===== src/rtl/dfm_pkg.sv =====
// dfm_pkg: widths and bit-gather position functions shared by the field mapper.
// Assumes a 35-bit rank address; positions are fixed by the DRAM layout.
package dfm_pkg;
    localparam int ADDR_W  = 35;
    localparam int POS_W   = 6;
    localparam int ROW_W   = 18;
    localparam int COL_W   = 10;   // gathered column bits
    localparam int COLO_W  = COL_W + 1; // plus auto-precharge bit
    localparam int RCNT_W  = 5;
    localparam int CCNT_W  = 4;

    // Source address bit for row bit i under the given page policy.
    function automatic logic [POS_W-1:0] row_pos(input logic close, input int i);
        int p;
        case (i)
            0:  p = close ? 15 : 14;
            1:  p = close ? 16 : 15;
            2:  p = close ? 17 : 16;
            3:  p = close ? 18 : 20;
            4:  p = close ? 20 : 28;
            5:  p = 21;
            6:  p = 22;
            7:  p = close ? 28 : 23;
            8:  p = close ? 10 : 24;
            9:  p = close ? 11 : 25;
            10: p = close ? 12 : 26;
            11: p = close ? 13 : 27;
            default: p = i + 17; // 12..17 -> 29..34
        endcase
        return POS_W'(p);
    endfunction

    // Source address bit for column bit i under policy and fine-grain mode.
    function automatic logic [POS_W-1:0] col_pos(input logic close, input logic fine,
                                                 input int i);
        int p;
        if (close) begin
            case (i)
                0, 1, 2: p = 3 + i;
                3:       p = 14;
                4:       p = 19;
                default: p = 18 + i; // 5..9 -> 23..27
            endcase
        end else if (fine) begin
            p = (i < 3) ? 3 + i : 4 + i;
        end else begin
            p = 3 + i;
        end
        return POS_W'(p);
    endfunction
endpackage


===== src/rtl/dfm_gather.sv =====
// dfm_gather: collects OUT_W address bits from policy-dependent positions.
// Output bits at or above the (clamped) count are forced to zero.
// Assumes IS_ROW selects the row position set, otherwise the column set.
module dfm_gather #(
    parameter int OUT_W  = dfm_pkg::ROW_W,
    parameter int CNT_W  = dfm_pkg::RCNT_W,
    parameter bit IS_ROW = 1'b1
) (
    input  logic [dfm_pkg::ADDR_W-1:0] addr,
    input  logic                       close,
    input  logic                       fine,
    input  logic [CNT_W-1:0]           cnt,
    output logic [OUT_W-1:0]           bits
);
    localparam logic [CNT_W-1:0] MAX_CNT = CNT_W'(OUT_W);

    logic [CNT_W-1:0] cnt_eff;

    // Clamp the requested count to the field width.
    always_comb cnt_eff = (cnt > MAX_CNT) ? MAX_CNT : cnt;

    for (genvar i = 0; i < OUT_W; i++) begin : g_bit
        logic [dfm_pkg::POS_W-1:0] pos;
        if (IS_ROW) begin : g_row
            assign pos = dfm_pkg::row_pos(close, i);
        end else begin : g_col
            assign pos = dfm_pkg::col_pos(close, fine, i);
        end
        // Pick the source bit and keep it only below the active count.
        assign bits[i] = addr[pos] & (CNT_W'(i) < cnt_eff);
    end
endmodule


===== src/rtl/dfm_bank_hash.sv =====
// dfm_bank_hash: derives bank address and bank group from fixed address bits,
// optionally XOR-hashed with higher bits. Purely combinational.
module dfm_bank_hash (
    input  logic [dfm_pkg::ADDR_W-1:0] addr,
    input  logic                       close,
    input  logic                       fine,
    input  logic                       hash_en,
    output logic [1:0]                 bank,
    output logic [1:0]                 bgrp
);
    logic [1:0] bank_raw, bgrp_raw, bank_key, bgrp_key;

    // Select base and hash bits per page policy.
    always_comb begin
        if (close) begin
            bank_raw = {addr[9], addr[8]};
            bank_key = {addr[28], addr[22]};
            bgrp_raw = {addr[7], addr[6]};
        end else begin
            bank_raw = {addr[19], addr[18]};
            bank_key = {addr[23], addr[22]};
            bgrp_raw = {addr[17], fine ? addr[6] : addr[13]};
        end
        bgrp_key = {addr[21], addr[20]};
    end

    // Apply the optional hash.
    always_comb begin
        bank = hash_en ? (bank_raw ^ bank_key) : bank_raw;
        bgrp = hash_en ? (bgrp_raw ^ bgrp_key) : bgrp_raw;
    end
endmodule


===== src/rtl/dram_field_mapper.sv =====
// dram_field_mapper: registers row/column/bank/bank-group fields decoded from
// a rank address one cycle after in_vld. Fields hold while in_vld is low.
// Assumes configuration is presented alongside each valid address.
module dram_field_mapper (
    input  logic                        clk,
    input  logic                        rst_n,
    input  logic                        in_vld,
    input  logic [dfm_pkg::ADDR_W-1:0]  in_addr,
    input  logic                        cfg_close_page,
    input  logic                        cfg_fine_bank,
    input  logic                        cfg_bank_xor,
    input  logic [dfm_pkg::RCNT_W-1:0]  cfg_row_bits,
    input  logic [dfm_pkg::CCNT_W-1:0]  cfg_col_bits,
    output logic                        out_vld,
    output logic [dfm_pkg::ROW_W-1:0]   out_row,
    output logic [dfm_pkg::COLO_W-1:0]  out_col,
    output logic [1:0]                  out_bank,
    output logic [1:0]                  out_bgrp
);
    import dfm_pkg::*;

    logic [ROW_W-1:0] row_d;
    logic [COL_W-1:0] col_d;
    logic [1:0]       bank_d, bgrp_d;

    dfm_gather #(.OUT_W(ROW_W), .CNT_W(RCNT_W), .IS_ROW(1'b1)) u_row (
        .addr(in_addr), .close(cfg_close_page), .fine(cfg_fine_bank),
        .cnt(cfg_row_bits), .bits(row_d)
    );

    dfm_gather #(.OUT_W(COL_W), .CNT_W(CCNT_W), .IS_ROW(1'b0)) u_col (
        .addr(in_addr), .close(cfg_close_page), .fine(cfg_fine_bank),
        .cnt(cfg_col_bits), .bits(col_d)
    );

    dfm_bank_hash u_bank (
        .addr(in_addr), .close(cfg_close_page), .fine(cfg_fine_bank),
        .hash_en(cfg_bank_xor), .bank(bank_d), .bgrp(bgrp_d)
    );

    // Output register: capture fields on valid, hold otherwise.
    always_ff @(posedge clk) begin
        if (!rst_n) begin
            out_vld  <= 1'b0;
            out_row  <= '0;
            out_col  <= '0;
            out_bank <= '0;
            out_bgrp <= '0;
        end else begin
            out_vld <= in_vld;
            if (in_vld) begin
                out_row  <= row_d;
                out_col  <= {cfg_close_page, col_d};
                out_bank <= bank_d;
                out_bgrp <= bgrp_d;
            end
        end
    end

    a_r1_valid_follows: assert property (@(posedge clk) disable iff (!rst_n)
        in_vld |=> out_vld);
    a_r1_valid_drops: assert property (@(posedge clk) disable iff (!rst_n)
        !in_vld |=> !out_vld);
    a_r1_fields_hold: assert property (@(posedge clk) disable iff (!rst_n)
        !in_vld |=> ($stable(out_row) && $stable(out_col)
                     && $stable(out_bank) && $stable(out_bgrp)));
    a_r3_autopre_set: assert property (@(posedge clk) disable iff (!rst_n)
        (in_vld && cfg_close_page) |=> out_col[COL_W]);
    a_r5_autopre_clear: assert property (@(posedge clk) disable iff (!rst_n)
        (in_vld && !cfg_close_page) |=> !out_col[COL_W]);
    a_r6_zero_rows: assert property (@(posedge clk) disable iff (!rst_n)
        (in_vld && cfg_row_bits == '0) |=> out_row == '0);
endmodule


===== config.mk =====
export PLATFORM = sky130hd
export DESIGN_NAME = dram_field_mapper
export DESIGN_NICKNAME = d
export VERILOG_FILES = /design/src/rtl/dfm_pkg.sv /design/src/rtl/dfm_gather.sv /design/src/rtl/dfm_bank_hash.sv /design/src/rtl/dram_field_mapper.sv
export SDC_FILE = /design/constraint.sdc
export NUM_CORES = 1
export LEC_CHECK = 0
export BUFFER_PORTS_ARGS = -buffer_cell sky130_fd_sc_hd__buf_2
export CORE_ASPECT_RATIO = 1.1
export CORE_MARGIN = 5
export CORE_UTILIZATION = 40
export DETAILED_ROUTE_END_ITERATION = 16
export GPL_TIMING_DRIVEN = 1
export PLACE_DENSITY = 0.7
export SLEW_MARGIN = 20
export SYNTH_ARGS = -nofsm -noshare
export SYNTH_HDL_FRONTEND = slang
export SYNTH_SLANG_ARGS = --single-unit
export TNS_END_PERCENT = 1

===== constraint.sdc =====
create_clock -name clk -period 1.8 [get_ports clk]
set_input_delay 0.36 -clock clk [delete_from_list [all_inputs] [get_ports clk]]
set_output_delay 0.36 -clock clk [all_outputs]
set_load 0.01 [all_outputs]

; ---- After elaboration in Yosys (flattened, before gate mapping)
; Cells that the tools add are included.
; W data, S select, Z words.
[totals]
out_inout_bits = 34
word_cells = 148
ff_bits = 34
in_bits = 50
[op_classes]
n_lt_le_gt_ge = 47
bitwise = 30
mux = 66
[ops]
columns = op, n
row1 = $lt A6 B7 Y1 const B, 17
row2 = $bmux W1 S6, 17
row3 = $mux W6, 7
row4 = $lt A4 B5 Y1 const A, 8
row5 = $mux W5, 6
row6 = $and A1 B1 Y1, 28
row7 = $mux W1, 24
row8 = $lt A3 B5 Y1 const A, 4
row9 = $lt A3 B4 Y1 const A, 4
row10 = $mux W4, 4
row11 = $mux W2, 6
row12 = $lt A1 B5 Y1 const A, 2
row13 = $lt A2 B5 Y1 const A, 2
row14 = $lt A5 B5 Y1 const A, 2
row15 = $lt A1 B4 Y1 const A, 2
row16 = $lt A2 B4 Y1 const A, 2
row17 = $lt A4 B4 Y1 const A, 2
row18 = $mux W3, 2
row19 = $gt A5 B5 Y1 const B, 1
row20 = $gt A4 B4 Y1 const B, 1
row21 = $xor A2 B2 Y2, 2

; ---- Logic depth before layout (Yosys ltp)
[logic_depth]
word_depth = 5
mapped_depth = 6
ltp_nobuf = 4

; ---- By module
; A second synthesis with hierarchy kept.
[unflattened]
hier_cells = 214
area_unflattened_um2 = 2048.2
[modules_own_cells]
columns = mod, n_inst, area_each_um2, cells_per_inst, seq_area_each_um2
row1 = dram_field_mapper, 1, 1306.3, 108, 680.7
row2 = dfm_gather at u_row, 1, 344.1, 51, 0.0
row3 = dfm_gather at u_col, 1, 267.8, 37, 0.0
row4 = dfm_bank_hash, 1, 130.1, 18, 0.0

; ---- Least setup slack after synthesis
; No wires, ideal clock.
[synth_timing]
kind = in2reg
startpoint = input port cfg_row_bits[1] (netlist bit)
endpoint = register out_row[8] (netlist bit)
setup_ns = 0.117
path_stages = 3
t_arrival_ns = 1.281
required_ns = 1.683
path_slack_ns = 0.402
n_path_buf = 0
cell_sequence = or3_1 > or3_1 > a32o_1
[synth_between]
elab_chain_len = 4
[synth_lines]
columns = item, line_no
row1 = "start, declared", dram_field_mapper.sv:12  ; input logic [dfm_pkg::RCNT_W-1:0] cfg_row_bits,
row2 = $gt A5 B5 Y1, dfm_gather.sv:20  ; always_comb cnt_eff = (cnt > MAX_CNT) ? MAX_CNT : cnt;
row3 = $mux W5 (*), dfm_gather.sv:20
row4 = $lt A4 B5 Y1 (*), dfm_gather.sv:30  ; assign bits[i] = addr[pos] & (CNT_W'(i) < cnt_eff);
row5 = $and A1 B1 Y1 (*), dfm_gather.sv:30
row6 = "end signal, assigned", dram_field_mapper.sv:52  ; out_row <= row_d;
row7 = "end, declared", dram_field_mapper.sv:15  ; output logic [dfm_pkg::ROW_W-1:0] out_row,
; Mark *: on every way between the ends. The rest lies on a longest branch, timed or not.
; A chain may end at the register's enable or synchronous reset.

; ---- Worst setup path after layout
[layout_timing]
startpoint = input port cfg_close_page
endpoint = register out_row[1] (netlist bit)
[layout_between]
elab_chain_len = 4
[layout_lines]
columns = item, line_no
row1 = "start, declared", dram_field_mapper.sv:9  ; input logic cfg_close_page,
row2 = $mux W5, dfm_pkg.sv:17  ; 1: p = close ? 16 : 15;
row3 = $bmux W1 S6, dfm_gather.sv:30
row4 = $mux W1 (implied by the code), dfm_gather.sv:30
row5 = $and A1 B1 Y1, dfm_gather.sv:30
; Every way passes these cells. The select of a mux whose other input is x is not followed.

==> impl_metrics.ini <==
[synthesis]
postSynth.asyncResetShare_pct = 0
synth_most_common_cell = dfxtp_1
synth_largest_area_cell = dfxtp_1
synth-edff-count = 0
synth_fa_ha_area_share_pct = 0
synth_top_cell_area_share_pct = 38.0
muxShareOfSynthArea_pct = 11.0
synthSimpleGateAreaFrac_pct = 17.8
syn_inst = 201
yosys.cell_types.count = 43
synth-seq-area-share_pct = 38.0
ys.flop_type = dfxtp_1
ys_top_cells_by_count = 34 x dfxtp_1, 20 x nand2_1, 14 x mux2i_1
postSynthRegisterBits = 34
synth_area_leaders = dfxtp_1 38%, mux2i_1 7.8%, a32o_1 5.6%
yosysWarnings = 0
synth.cell_area_mm2 = 0.00179
synth_xor_area_share_pct = 0.978
synth_top_family_by_area = compound AO/OA/AOI/OAI gates
syn_avg_cell_area_um2 = 8.91
synth-compound-area-share_pct = 26.5
synth_nets = 251

[critical_path]
worstPathArrival_ns = 1.45
required_ns = 1.96
path_cells = buf_2, buf_4, mux2_2, o311ai_0, a21boi_0
cp_max_fo = 19
critPathLaunchType = input pin
critPathTopFamily = buffers and inverters
worstSetupEndpointType = register
worst-setup-path-type = input pin to register
cpPeakStageDelay_ns = 0.33
cp_num_buf_inv = 2
slowest_stage = buf_2

[global_routing]
grt_max_degree = 20
grt_pass1_wl_um = 8110
grt_overflow_total = 0
antenna_found_initial = 0
grt_pass1_vias = 1668
track_usage_pct = 18.0

[power]
leakage_nw = 1.09
p_per_area_mw_per_mm2 = 750
vdd_drop_max_mv = 0.410
power_mw = 1.75

[timing]
fin_setup_tns_ns = 0
finalWorstSetupSlack_ns = 0.512
skew_ns = 0
timing.fmax_mhz = 777
finalCritPeriodShare_pct = 71.5
slew_headroom_pct = 69.6
rsz0062_at_grt = no
fin_crit_ns = 1.29
worstMarginPinSlew_ns = 0.449
slew_violations = 0
hold_viol = 0
setup_violations = 0

[layout]
regArea_um2 = 681
multi_input_area_mm2 = 0.00101
drive_above_1_share_pct = 36.5
diodes = 0
layout.nets = 331
num-fill-cells = 434
syn_to_final_growth_pct = 30.4
instances_no_fill = 336
final_area_mm2 = 0.00234

[clocking]
hold_buffers = 0
cts_tree = done
clockBufferDepth = 2
clkSinkCount = 34
htree_levels = 2
worstSkewPairLatency_ns = 0.28
cts_resized = 0
cts_setup_buffers = 0
numCtsBuffers = 5
path_clk_slew_ns = 0.07
cts_root_buffer = clkbuf_8

[placed_design]
placed_cells = 328
port_buffers = 80
placed_cell_area_mm2 = 0.00225
pre_cts_ws_ns = 0.207
hpwlAfterDp_um = 4080
place_congestion = 0.808

[floorplan]
io-pin-count = 84
core_mm2 = 0.00432
start_util_pct = 41.5
rows = 25
fp.dieArea_mm2 = 0.00592
die_w_um = 73.8
die_height_um = 80.2

[status]
status = finished clean

[drt]
post_drt_wl_per_cell_um = 15.6
num_vias = 1816
dr.pass1.iters = 6
viasPerCell = 5.40
antenna_left = 0
drt_wl_total_um = 5250
dr.first_iter.drc_count = 73
drc_errors = 0

[min_path]
worstHoldPathType = input pin to register

[flow_run]
maxCapViolCount = 0
[cell type report]
cell class	count	area share, %
Sequential cell	34	29.1
Clock inverter	1	0.214
Tap cell	54	2.89
Inverter	6	0.964
Clock buffer	7	3.69
Timing Repair Buffer	89	20.0
Multi-Input combinational cell	145	43.1
[metrics by stage]
stage	hold slack, ns	util, %
2_1_floorplan	0.477	-
3_3_place_gp	0.431	52.0
3_5_place_dp	0.433	52.0
4_1_cts	0.272	54.1
5_1_grt	0.303	54.1
6_report	0.284	54.1
[routing by layer]
metal	up-vias	wire length, µm	track usage, %	share of wire [%]
met5	-	0	0	0
met4	0	115	7.43	2.2
met3	12	404	5.01	7.7
met2	62	2450	28.6	47
met1	833	2280	22.7	43
li1	909	-	-	-
[sequential cells by signal, summed over array words and instances (netlist names)]
name	count
out_row	18
out_col	11
out_bank	2
out_bgrp	2
out_vld	1
[cells by family after synthesis]
logic type | after synthesis
xor+xnor | 2
simple gates | 61
compound gates | 63
buf+inv | 22
flops | 34
mux | 19
[layout by cell type, fill, tap and decap left out, drive strengths merged, types with 2 or more instances in the layout]
master	instances
o31ai	3
a22o	2
or3	4
nand2	21
dfxtp	34
nand3	11
inv	5
o211ai	2
nor2b	8
xnor2	2
mux2i	14
mux2	5
buf	89
a21boi	11
o2bb2ai	3
o21ai	12
and2	4
nor3	4
clkinv	2
a2111oi	2
a211o	2
clkbuf	7
o311ai	2
or2	2
a32o	10
a211oi	2
o21a	3
and3b	2
a21oi	4
[power breakdown]
part	internal, mW	switching, mW
registers	0.796	0.0204
clock network	0.309	0.278
logic	0.161	0.189
[path summary, 6_finish.rpt]
check | cells after the start | to | slack, ns | startpoint
worst max register to register | 2 | out_col[8] | 1.11 | out_col[8]
worst max-delay path | 5 | out_row[1] | 0.51 | cfg_close_page
worst min-delay path | 2 | out_row[12] | 0.28 | in_addr[29]
worst min register to register | 2 | out_row[11] | 0.45 | out_row[11]
No activity file was read; power rests on OpenSTA's default activity.
